===== config.mk =====
export PLATFORM = sky130hd
export DESIGN_NAME = pll_cfg_unit
export DESIGN_NICKNAME = d
export VERILOG_FILES = /design/src/rtl/pll_pkg.sv /design/src/rtl/pll_cfg_regs.sv /design/src/rtl/pll_lock_timer.sv /design/src/rtl/pll_freq_calc.sv /design/src/rtl/pll_cfg_unit.sv
export SDC_FILE = /design/constraint.sdc
export NUM_CORES = 1
export LEC_CHECK = 0
export BUFFER_PORTS_ARGS = -buffer_cell sky130_fd_sc_hd__buf_2
export CAP_MARGIN = 20
export CORE_ASPECT_RATIO = 0.6
export CORE_UTILIZATION = 33
export CTS_CLUSTER_SIZE = 16
export DETAILED_ROUTE_END_ITERATION = 8
export GPL_ROUTABILITY_DRIVEN = 0
export PLACE_DENSITY = 0.51
export RECOVER_POWER = 50
export REMOVE_ABC_BUFFERS = 1
export SLEW_MARGIN = 5
export SYNTH_ARGS = -nofsm -noshare
export SYNTH_HDL_FRONTEND = slang
export SYNTH_SLANG_ARGS = --single-unit

===== constraint.sdc =====
create_clock -name clk -period 64.8 [get_ports clk]
set_input_delay 9.72 -clock clk [delete_from_list [all_inputs] [get_ports clk]]
set_output_delay 9.72 -clock clk [all_outputs]
set_load 0.05 [all_outputs]

===== src/rtl/pll_pkg.sv =====
package pll_pkg;
    parameter int unsigned DATA_W     = 32;
    parameter int unsigned LOCK_W     = 20;
    parameter int unsigned S_W        = 3;
    parameter int unsigned P_W        = 6;
    parameter int unsigned M_W        = 10;
    parameter int unsigned S_LSB      = 0;
    parameter int unsigned P_LSB      = 8;
    parameter int unsigned M_LSB      = 16;
    parameter int unsigned LOCKED_BIT = 29;
    parameter int unsigned EN_BIT     = 31;

    typedef struct packed {
        logic           en;
        logic [M_W-1:0] m;
        logic [P_W-1:0] p;
        logic [S_W-1:0] s;
    } pll_ctrl_t;
endpackage


===== src/rtl/pll_cfg_regs.sv =====
module pll_cfg_regs
    import pll_pkg::*;
(
    input  logic              clk,
    input  logic              rst_n,
    input  logic              wr,
    input  logic              addr,
    input  logic [DATA_W-1:0] wdata,
    output logic [LOCK_W-1:0] lock_time,
    output pll_ctrl_t         ctrl,
    output logic              en_next,
    output logic              restart
);
    typedef struct packed {
        logic [LOCK_W-1:0] lock_time;
        pll_ctrl_t         ctrl;
    } regs_t;

    regs_t     regs_d, regs_q;
    pll_ctrl_t wr_ctrl;
    logic      spare_unused;

    always_comb begin
        wr_ctrl.en = wdata[EN_BIT];
        wr_ctrl.m  = wdata[M_LSB +: M_W];
        wr_ctrl.p  = wdata[P_LSB +: P_W];
        wr_ctrl.s  = wdata[S_LSB +: S_W];
        spare_unused = ^wdata;
    end

    always_comb begin
        regs_d  = regs_q;
        restart = 1'b0;
        if (wr && !addr) begin
            regs_d.lock_time = wdata[LOCK_W-1:0];
        end
        if (wr && addr) begin
            regs_d.ctrl = wr_ctrl;
            restart = (wr_ctrl.m != regs_q.ctrl.m) ||
                      (wr_ctrl.p != regs_q.ctrl.p) ||
                      (wr_ctrl.s != regs_q.ctrl.s);
        end
    end

    always_ff @(posedge clk) begin
        if (!rst_n) regs_q <= '0;
        else        regs_q <= regs_d;
    end

    assign lock_time = regs_q.lock_time;
    assign ctrl      = regs_q.ctrl;
    assign en_next   = regs_d.ctrl.en;

    // divider fields move only on a control write
    a_r8_fields_hold: assert property (@(posedge clk) disable iff (!rst_n)
        !(wr && addr) |=> $stable(regs_q.ctrl));
endmodule


===== src/rtl/pll_lock_timer.sv =====
module pll_lock_timer
    import pll_pkg::*;
(
    input  logic              clk,
    input  logic              rst_n,
    input  logic              restart,
    input  logic              en,
    input  logic              tick,
    input  logic [LOCK_W-1:0] load_val,
    output logic              locked
);
    typedef struct packed {
        logic [LOCK_W-1:0] cnt;
        logic              locked;
    } tmr_t;

    tmr_t tmr_d, tmr_q;

    always_comb begin
        tmr_d = tmr_q;
        if (restart) begin
            tmr_d.cnt    = load_val;
            tmr_d.locked = 1'b0;
        end else if (!en) begin
            tmr_d.locked = 1'b0;
        end else if (tmr_q.cnt == '0) begin
            tmr_d.locked = 1'b1;
        end else if (tick) begin
            tmr_d.cnt = tmr_q.cnt - 1'b1;
        end
    end

    always_ff @(posedge clk) begin
        if (!rst_n) tmr_q <= '0;
        else        tmr_q <= tmr_d;
    end

    assign locked = tmr_q.locked;

    // a divider change reloads the count and drops the flag
    a_r4_restart_loads: assert property (@(posedge clk) disable iff (!rst_n)
        restart |=> (tmr_q.cnt == $past(load_val)) && !tmr_q.locked);

    // the flag only rises after the count has run out
    a_r4_lock_from_zero: assert property (@(posedge clk) disable iff (!rst_n)
        $rose(tmr_q.locked) |-> ($past(tmr_q.cnt) == '0));

    // no tick, no count movement
    a_r5_hold_without_tick: assert property (@(posedge clk) disable iff (!rst_n)
        (!restart && !tick) |=> $stable(tmr_q.cnt));

    // disabled loop holds its count and reports unlocked
    a_r6_hold_when_off: assert property (@(posedge clk) disable iff (!rst_n)
        (!restart && !en) |=> $stable(tmr_q.cnt) && !tmr_q.locked);
endmodule


===== src/rtl/pll_freq_calc.sv =====
module pll_freq_calc
    import pll_pkg::*;
#(
    parameter int unsigned REF_MHZ = 24,
    parameter int unsigned FREQ_W  = 16
) (
    input  pll_ctrl_t         ctrl,
    output logic [FREQ_W-1:0] freq
);
    localparam int unsigned REF_W = $clog2(REF_MHZ + 1);
    localparam int unsigned NUM_W = M_W + REF_W;
    localparam int unsigned DEN_W = P_W + (1 << S_W) - 1;
    localparam int unsigned Q_W   = (NUM_W > DEN_W) ? NUM_W : DEN_W;

    logic [Q_W-1:0] num, den, quo;

    always_comb begin
        num = Q_W'(NUM_W'(ctrl.m) * NUM_W'(REF_MHZ));
        den = Q_W'(DEN_W'(ctrl.p) << ctrl.s);
        quo = (ctrl.p == '0) ? '0 : (num / den);
        freq = FREQ_W'(quo);
    end
endmodule


===== src/rtl/pll_cfg_unit.sv =====
module pll_cfg_unit
    import pll_pkg::*;
#(
    parameter int unsigned REF_MHZ = 24,
    parameter int unsigned FREQ_W  = 16
) (
    input  logic              clk,
    input  logic              rst_n,
    input  logic              bus_wr,
    input  logic              bus_addr,
    input  logic [31:0]       bus_wdata,
    output logic [31:0]       bus_rdata,
    input  logic              ref_tick,
    output logic              pll_locked,
    output logic [FREQ_W-1:0] freq_mhz
);
    logic [LOCK_W-1:0] lock_time;
    pll_ctrl_t         ctrl;
    logic              en_next;
    logic              restart;
    logic              locked;

    pll_cfg_regs u_regs (
        .clk       (clk),
        .rst_n     (rst_n),
        .wr        (bus_wr),
        .addr      (bus_addr),
        .wdata     (bus_wdata),
        .lock_time (lock_time),
        .ctrl      (ctrl),
        .en_next   (en_next),
        .restart   (restart)
    );

    pll_lock_timer u_timer (
        .clk      (clk),
        .rst_n    (rst_n),
        .restart  (restart),
        .en       (en_next),
        .tick     (ref_tick),
        .load_val (lock_time),
        .locked   (locked)
    );

    pll_freq_calc #(
        .REF_MHZ (REF_MHZ),
        .FREQ_W  (FREQ_W)
    ) u_freq (
        .ctrl (ctrl),
        .freq (freq_mhz)
    );

    always_comb begin
        bus_rdata = '0;
        if (!bus_addr) begin
            bus_rdata[LOCK_W-1:0] = lock_time;
        end else begin
            bus_rdata[S_LSB +: S_W] = ctrl.s;
            bus_rdata[P_LSB +: P_W] = ctrl.p;
            bus_rdata[M_LSB +: M_W] = ctrl.m;
            bus_rdata[LOCKED_BIT]   = locked;
            bus_rdata[EN_BIT]       = ctrl.en;
        end
    end

    assign pll_locked = locked;

    // stored enable low implies the timer reports unlocked
    a_r6_off_means_unlocked: assert property (@(posedge clk) disable iff (!rst_n)
        !ctrl.en |-> !locked);
endmodule


* Word level (Yosys, flattened, before mapping)
Index checks and enable logic that the tools add are counted.
** Storage, ports and cells
- Input port bits :: 37
- Register bits after elaboration :: 61
- Output and inout bits :: 49
- Logic and storage cells :: 45
** Cells by class
- Bitwise gates (word level) :: 2
- Shift-type cells :: 1
- Mux-type cells :: 17
- Divide/modulo/power cells :: 1
- Reductions and logical operators :: 11
- $add $sub $neg :: 1
- Equality and inequality tests :: 4
- Multipliers :: 1
** Operator list (count)
- $mux W20 :: 4
- $mux W21 :: 1
- $logic_not A20 Y1 :: 1
- $sub A20 B1 Y20 const B :: 1
- $div A15 B15 Y15 :: 1
- $mux W15 :: 1
- $shl A6 B3 Y15 :: 1
- $mul A10 B2 Y12 const B :: 1
- $mux W6 :: 2
- $ne A10 B10 Y1 :: 1
- $logic_not A6 Y1 :: 1
- $ne A6 B6 Y1 :: 1
- $mux W1 :: 5
- $mux W5 :: 1
- $mux W4 :: 1
- $reduce_bool A2 Y1 :: 2
- $mux W3 :: 1
- $ne A3 B3 Y1 :: 1
- $reduce_and A3 Y1 :: 1
- $reduce_or A3 Y1 :: 1
- $logic_and A1 B1 Y1 :: 2
- $logic_or A1 B1 Y1 :: 2
- $mux W2 :: 1
- $ne A2 B2 Y1 const B :: 1
- 2 further kinds :: 3

* Logic depth before layout (Yosys ltp)
Gate-level depths: netlist (run 1).
- Depth in word-level cells :: 6
- Mapped depth :: 136
- Gate-level depth less buffers :: 128

* Hierarchy
From an unflattened synthesis (run 1), not the netlist that was laid out.
** Second synthesis, totals
- Cell total of the unflattened synthesis :: 1387
- Area, all modules :: 10406.2 um^2
** By module, submodules not included
- pll_freq_calc :: area each 7108.1 um^2, times used 1, seq. area each 0.0 um^2, cells an instance 1002
- pll_cfg_regs :: area each 1692.9 um^2, times used 1, seq. area each 800.8 um^2, cells an instance 202
- pll_lock_timer :: area each 1275.0 um^2, times used 1, seq. area each 420.4 um^2, cells an instance 147
- pll_cfg_unit :: area each 330.3 um^2, times used 1, seq. area each 0.0 um^2, cells an instance 36

* Least setup slack after synthesis (run 1)
OpenSTA, ideal clock, no wires.
- Kind :: flip-flop to output port
- Start point :: register u_regs.regs_q[9], in the netlist u_regs.ctrl[9]
- End point :: output port freq_mhz[0]
- Path buffers :: 10
- Arrival time :: 25924 ps
- Stages on the path, launching flop included :: 124
- Setup slack :: 29156 ps
- Cell sequence :: dfxtp_1 > ha_1 > inv_1 > fa_1 > nor2b_1 > o31a_1 > o2111ai_1 > a21boi_1 > or2_2 > ha_1 > a21oi_1 > ha_1 > or4b_2 > o311ai_0 > nand4_1 > o31ai_1 > inv_1 > ha_1 > [... 88 more ...] > a31oi_1 > nand4_1 > nand3_1 > or4_4 > a221oi_2 > inv_1 > or2_1 > buf_6 > buf_6 > mux2_4 > ha_1 > and4_1 > a221o_1 > a31oi_1 > o21ai_0 > nor3_1 > a21oi_1 > a21boi_1
** On the way
- Cells in the longest elaborated chain, start to end :: 3
** Ends and longest elaborated chain
- start: declaration :: line pll_cfg_regs.sv:19 : regs_t regs_d, regs_q;
- start signal: assignment :: line pll_cfg_regs.sv:47 : else regs_q <= regs_d;
- $mul A10 B2 Y12 :: line pll_freq_calc.sv:18 : num = Q_W'(NUM_W'(ctrl.m) * NUM_W'(REF_MHZ));
- $div A15 B15 Y15 :: line pll_freq_calc.sv:20 : quo = (ctrl.p == '0) ? '0 : (num / den);
- $mux W15 :: line pll_freq_calc.sv:20
- end: declaration :: line pll_cfg_unit.sv:15 : output logic [FREQ_W-1:0] freq_mhz
No other way between the ends.

* Final worst setup path (run 1)
Same ends and word-level chain as after synthesis.

==> summary.txt, run 1 <==
Run status
  • Status: finished with violations
  • Failing checks: max-capacitance violations, max-slew violations

Finish
  • Fin nets: 1555
  • Synth-to-Final Area Change: 9.779%
  • Commonest non-fill, non-tap cells in the layout: nand2_1, ha_1, a21oi_1
  • FILL cells: 3192
  • N_diodes: 0
  • Layout cell share with drive strength beyond 1: 13.66%
  • Multi-input logic area: 8396 um2
  • Sequential cell area: 1221 um2
  • Commonest non-fill, non-tap cell in the layout: nand2_1

Clock tree
  • Clock root buffer master: clkbuf_16
  • Post-CTS Setup Repair Bufs: 0
  • Worst-path clk slew: 50 ps
  • Clk_lat worst skew: 330 ps
  • CTS H-tree lvls: 3
  • Maximum clock insertion buffer count: 2
  • CTS tree: built
  • Post-CTS Hold Fix Bufs: 0
  • PostCTS Resize Cnt: 0
  • Inserted Clock Buffers: 9
  • CTS Sinks: 61

Timing
  • Final hold vios: 0
  • Final setup violation count: 0
  • Period utilisation layout: 64.07%
  • Peak Freq: 24.09 MHz
  • TNS Setup: 0 ps
  • Max_slew headroom: -14.57%
  • Period minus WS final: 41510 ps
  • Post-Route Skew: 7.633 ps
  • Final Max Slew Viols: 33
  • RSZ-0062 raised after global routing: false
  • Slew of the pin with the lowest slew margin: 1719 ps
  • Setup ws final: 23290 ps
  • Min Hold Slack: 464.4 ps

Routing
  • DR vias: 9928
  • Final wirelength: 32640 um
  • Iter 0 DRT Violations: 857
  • Drt wl/cell: 18.14 um
  • DRC viols: 0
  • DR vias/cell: 5.519
  • Post-route ant nets: 0
  • DRT Pass-1 Iters: 7

Yosys
  • Post-Syn Area: 10060 um2
  • Post-synth ARST share: 0%
  • Post-synth top flop: dfxtp_1
  • Cells after synthesis: 1337
  • Synth Warn #: 0
  • Synth Register Bits: 61
  • Syn Area/Cell: 7.522 um2
  • Post-synth EDFFs: 0
  • Distinct cells, synth: 99
  • Seq/Total Area, Yosys: 12.14%

Hold path
  • Hold Path Cell Cnt: 2
  • Worst min path class: register to register

Floorplanning
  • IO Count: 86
  • Core Area: 29980 um2
  • Die H: 137.2 um
  • Die X: 227.4 um
  • DIE AREA: 31200 um2
  • Std cell rows: 49
  • Starting density of the core: 33.55%

Critical path
  • Critical path type: register to primary output
  • Startpoint Class: register
  • Crit path largest cell delay: 790 ps
  • Reg2Reg Depth: 11
  • Crit-path slowest cell: a21oi_1
  • Arr. time, crit path: 31790 ps
  • CP Max Fanout: 22
  • CP endpoint kind: primary output
  • CP most frequent cell: ha_1
  • Worst EP required: 55080 ps

Place
  • DP Worst Slack: 24270 ps
  • Hpwl dp: 25530 um
  • IO Port Bufs: 75

Global route
  • Grt total ovfl: 0
  • Vias in the first global route: 8922
  • Largest net degree at the start of global routing: 54
  • First-pass GRT wire length: 51140 um
  • Global Route Usage Sum: 21.02%
  • Initial antenna violation count: 1

Run
  • MaxCap Viol Count: 1
==> through the flow <==
step	cell area [um2]	utilization [%]	instances
after global routing	11040	36.83	1799
after CTS	11050	36.86	1799
after detailed placement	10780	35.97	1785
after floorplan	9758	-	1285
final	11040	36.83	1799
after global placement	10780	35.97	1785
==> synth_stat cells, types with 4 or more instances <==
master,instances,area share (%)
o21bai_1,5,0.37
o31ai_1,13,0.97
mux2_2,29,3.2
nor2_1,114,4.3
and2_1,20,1.2
xor2_1,50,4.4
clkbuf_1,27,1.0
buf_6,8,0.90
xnor2_1,58,5.1
o21a_1,29,2.2
o21ai_1,4,0.20
dfxtp_1,61,12
buf_2,11,0.55
or3_1,14,0.87
mux2i_1,15,1.5
a31oi_1,13,0.81
o211a_1,6,0.60
mux2_4,13,1.9
nor2b_1,21,1.3
inv_1,39,1.5
nor4_1,16,1.0
a21oi_1,127,6.3
a21boi_0,4,0.30
or2_2,10,0.62
a211oi_1,17,1.3
and3_1,9,0.56
nor3_1,34,1.7
o211ai_1,13,0.97
nand2_1,164,6.1
a22oi_1,8,0.60
nand4_1,13,0.81
buf_4,8,0.60
a21o_1,29,2.2
nand2b_1,18,1.1
a31o_2,5,0.44
nand3_1,31,1.5
ha_1,128,16
o21ai_0,48,2.4
==> worst max-delay path, delay by kind of cell (launching register included) <==
family,cells,cell delay (ps)
buf+inv,6,700
flops,1,750
simple gates,34,8410
fa+ha+maj,17,5420
mux,4,1630
compound gates,54,14550
==> kinds of logic after synthesis <==
kind of cell	Yosys count	share of synthesized area (%)
multiplexers	62	7.464
flip-flops	61	12.14
XOR/XNOR	108	9.405
AND/OR/NAND/NOR	496	24.05
buffers and inverters	97	4.653
adder cells (fa/ha/maj)	130	16.32
AO/OA/AOI/OAI	382	25.93
other	1	0.03729
==> worst paths after layout <==
kind,start,to,slack (ps)
worst max-delay path,u_regs.ctrl[9]$_SDFFE_PN0P_,freq_mhz[0],23290
worst max register to register,u_timer.tmr_q[10]$_SDFFE_PN0P_,u_timer.tmr_q[18]$_SDFFE_PN0P_,60750
worst min-delay path,u_regs.lock_time[14]$_SDFFE_PN0P_,u_regs.lock_time[14]$_SDFFE_PN0P_,460
worst min register to register,u_regs.lock_time[14]$_SDFFE_PN0P_,u_regs.lock_time[14]$_SDFFE_PN0P_,460
==> state kept, by name (all words and copies together), names as in the netlist <==
signal	flops
u_regs.lock_time	20
u_regs.ctrl	20
u_timer.locked	1
u_timer.tmr_q	20
==> per-layer routing <==
| layer | wire (um) | global-route usage (%) | part of all wire, % |
|---|---|---|---|
| met1 | 18250 | 34.23 | 56 |
| met2 | 12190 | 28.37 | 37 |
| met3 | 2037 | 3.753 | 6.2 |
| met4 | 161 | 1.902 | 0.49 |
| met5 | 0 | 0 | 0 |
==> final cells by class <==
class / count / area share, %
multi-input combinational: 1183 / 76.04
sequential: 61 / 11.06
tap: 408 / 4.624
timing repair buffer: 92 / 4.465
clock buffer: 12 / 2.323
inverter: 41 / 1.394
clock inverter: 2 / 0.09066
Power of run 1 is left out: the tool's default activity adds up to more than one toggle a clock period on the data nets, which glitch-free logic cannot reach.
==> run 2, diff against run 1 <==
- PLACE_DENSITY: 0.51 -> 0.53
- clock period: 64.8 -> 37.5 ns (I/O delays scaled with it)
==> summary.txt, run 2 (synthesis results as in run 1) <==
Clock tree
  • Inserted Clock Buffers: 9 (unchanged)
  • Post-CTS Setup Repair Bufs: 0 (unchanged)
  • Clock root buffer master: clkbuf_16
  • Clk_lat worst skew: 330 ps (about the same)
  • Worst-path clk slew: 50 ps (about the same)
  • CTS Sinks: 61 (unchanged)
  • CTS H-tree lvls: 3 (unchanged)
  • Post-CTS Hold Fix Bufs: 0 (unchanged)
  • CTS tree: built
  • Maximum clock insertion buffer count: 2 (unchanged)

Finish
  • Layout cell share with drive strength beyond 1: 14.60% (+0.94 points)
  • N_diodes: 0 (unchanged)
  • Fin nets: 1560 (+0.32%)
  • Commonest non-fill, non-tap cell in the layout: nand2_1
  • Commonest non-fill, non-tap cells in the layout: nand2_1, ha_1, a21oi_1
  • Synth-to-Final Area Change: 10.54%

Timing
  • Max_slew headroom: -18.39% (-3.8 points)
  • Period minus WS final: 35690 ps
  • Final hold vios: 0 (unchanged)
  • Min Hold Slack: 466.4 ps (+2.029 ps)
  • Peak Freq: 28.02 MHz
  • Slew of the pin with the lowest slew margin: 1776 ps (+57.40 ps)
  • Post-Route Skew: 6.627 ps (-1.006 ps)
  • Period utilisation layout: 95.16%
  • RSZ-0062 raised after global routing: false
  • TNS Setup: 0 ps (unchanged)
  • Final Max Slew Viols: 33 (unchanged)
  • Final setup violation count: 0 (unchanged)

Global route
  • Global Route Usage Sum: 21.37% (+0.35 points)
  • Largest net degree at the start of global routing: 49 (-9.3%)
  • Grt total ovfl: 0 (unchanged)
  • Initial antenna violation count: 1 (unchanged)
  • First-pass GRT wire length: 51570 um (+0.84%)
  • Vias in the first global route: 8979 (+0.64%)

Critical path
  • CP endpoint kind: primary output
  • CP Max Fanout: 14 (-36%)
  • Crit path largest cell delay: 620 ps (-170 ps)
  • Arr. time, crit path: 30060 ps (-1730 ps)
  • Crit path buffers/inverters: 9 (+3)
  • Worst EP required: 31870 ps (-23210 ps)
  • Top delay family on crit path: compound AO/OA/AOI/OAI gates
  • Startpoint Class: register
  • CP most frequent cell: ha_1
  • Crit-path slowest cell: or4b_2
  • Critical path type: register to primary output

Routing
  • Iter 0 DRT Violations: 766 (-11%)
  • Final wirelength: 33300 um (+2.0%)
  • Post-route ant nets: 0 (unchanged)
  • DR vias: 9989 (+0.61%)
  • DRT Pass-1 Iters: 5 (-2)
  • DR vias/cell: 5.534 (+0.28%)
  • DRC viols: 0 (unchanged)
  • Drt wl/cell: 18.45 um (+1.7%)

Run status
  • Failing checks: max-capacitance violations, max-slew violations
  • Status: finished with violations

Floorplanning
  • Starting density of the core: 33.55% (unchanged)
  • Std cell rows: 49 (unchanged)
  • Core Area: 29980 um2 (unchanged)
  • IO Count: 86 (unchanged)
  • Die H: 137.2 um (unchanged)
  • Die X: 227.4 um (unchanged)
  • DIE AREA: 31200 um2 (unchanged)

Run
  • MaxCap Viol Count: 1 (unchanged)

Place
  • IO Port Bufs: 75 (unchanged)
  • Hpwl dp: 26140 um (+2.4%)

Hold path
  • Worst min path class: register to register
==> run 2: cell types whose count changed in the layout (fill, tap and decap cells not counted), moves of 2 or more <==
cell / previous run / this run
buf_4: 15 / 20
a211oi_1: 17 / 15
a211oi_2: 0 / 2
a21oi_1: 127 / 125
clkbuf_1: 5 / 7
==> run 2: worst reg2reg max path: stages, from the launching register on <==
cell and delay (ps):
dfxtp_1 340, or4_1 610, nor4_1 490, or4b_1 610, nor4_1 480, nor3b_1 100, clkbuf_1 230, nand3_1 380
nor2_1 180, nand3b_1 140, xor2_1 70, a211oi_1 220
==> run 2: routing by layer <==
layer,vias to the layer above,part of all wire [%],global-route usage [%]
li1,5029,-,-
met5,-,0.039,0
met1,4682,55,35.16
met4,2,0.68,2.424
met2,258,37,28.35
met3,18,6.9,3.540
==> run 2: per-stage QoR <==
stage	utilization, %	area, um2	instances	setup slack [ps]
finish	37.08	11120	1805	1814
global route	37.08	11120	1805	2.913
CTS	36.96	11080	1805	808.8
detailed placement	36.10	10820	1790	1322
global placement	36.10	10820	1790	1443
floorplan	-	9758	1285	5519
==> run 2: cell type report <==
cell class / instances / area [um2]
Inverter: 41 / 153.9
Sequential cell: 61 / 1221
Clock buffer: 13 / 250.2
Tap cell: 408 / 510.5
Multi-Input combinational cell: 1183 / 8441
Timing Repair Buffer: 97 / 530.5
Fill cell: 3156 / 18860
Clock inverter: 2 / 10.01
==> run 2: timing repair <==
action                                 CTS  global route
setup endpoints to repair                0             1
endpoints found under the hold margin    0             0
gates resized for setup                  0            11
==> run 2: path summary, 6_finish.rpt <==
check,slack [ps],to,cells after the start,from
min reg2reg,470,u_regs.lock_time[16]$_SDFFE_PN0P_,2,u_regs.lock_time[16]$_SDFFE_PN0P_
min,470,u_regs.lock_time[16]$_SDFFE_PN0P_,2,u_regs.lock_time[16]$_SDFFE_PN0P_
max,1810,freq_mhz[0],118,u_regs.ctrl[10]$_SDFFE_PN0P_
max reg2reg,33560,u_timer.tmr_q[18]$_SDFFE_PN0P_,11,u_timer.tmr_q[10]$_SDFFE_PN0P_
Power of run 2 is left out for the same reason.
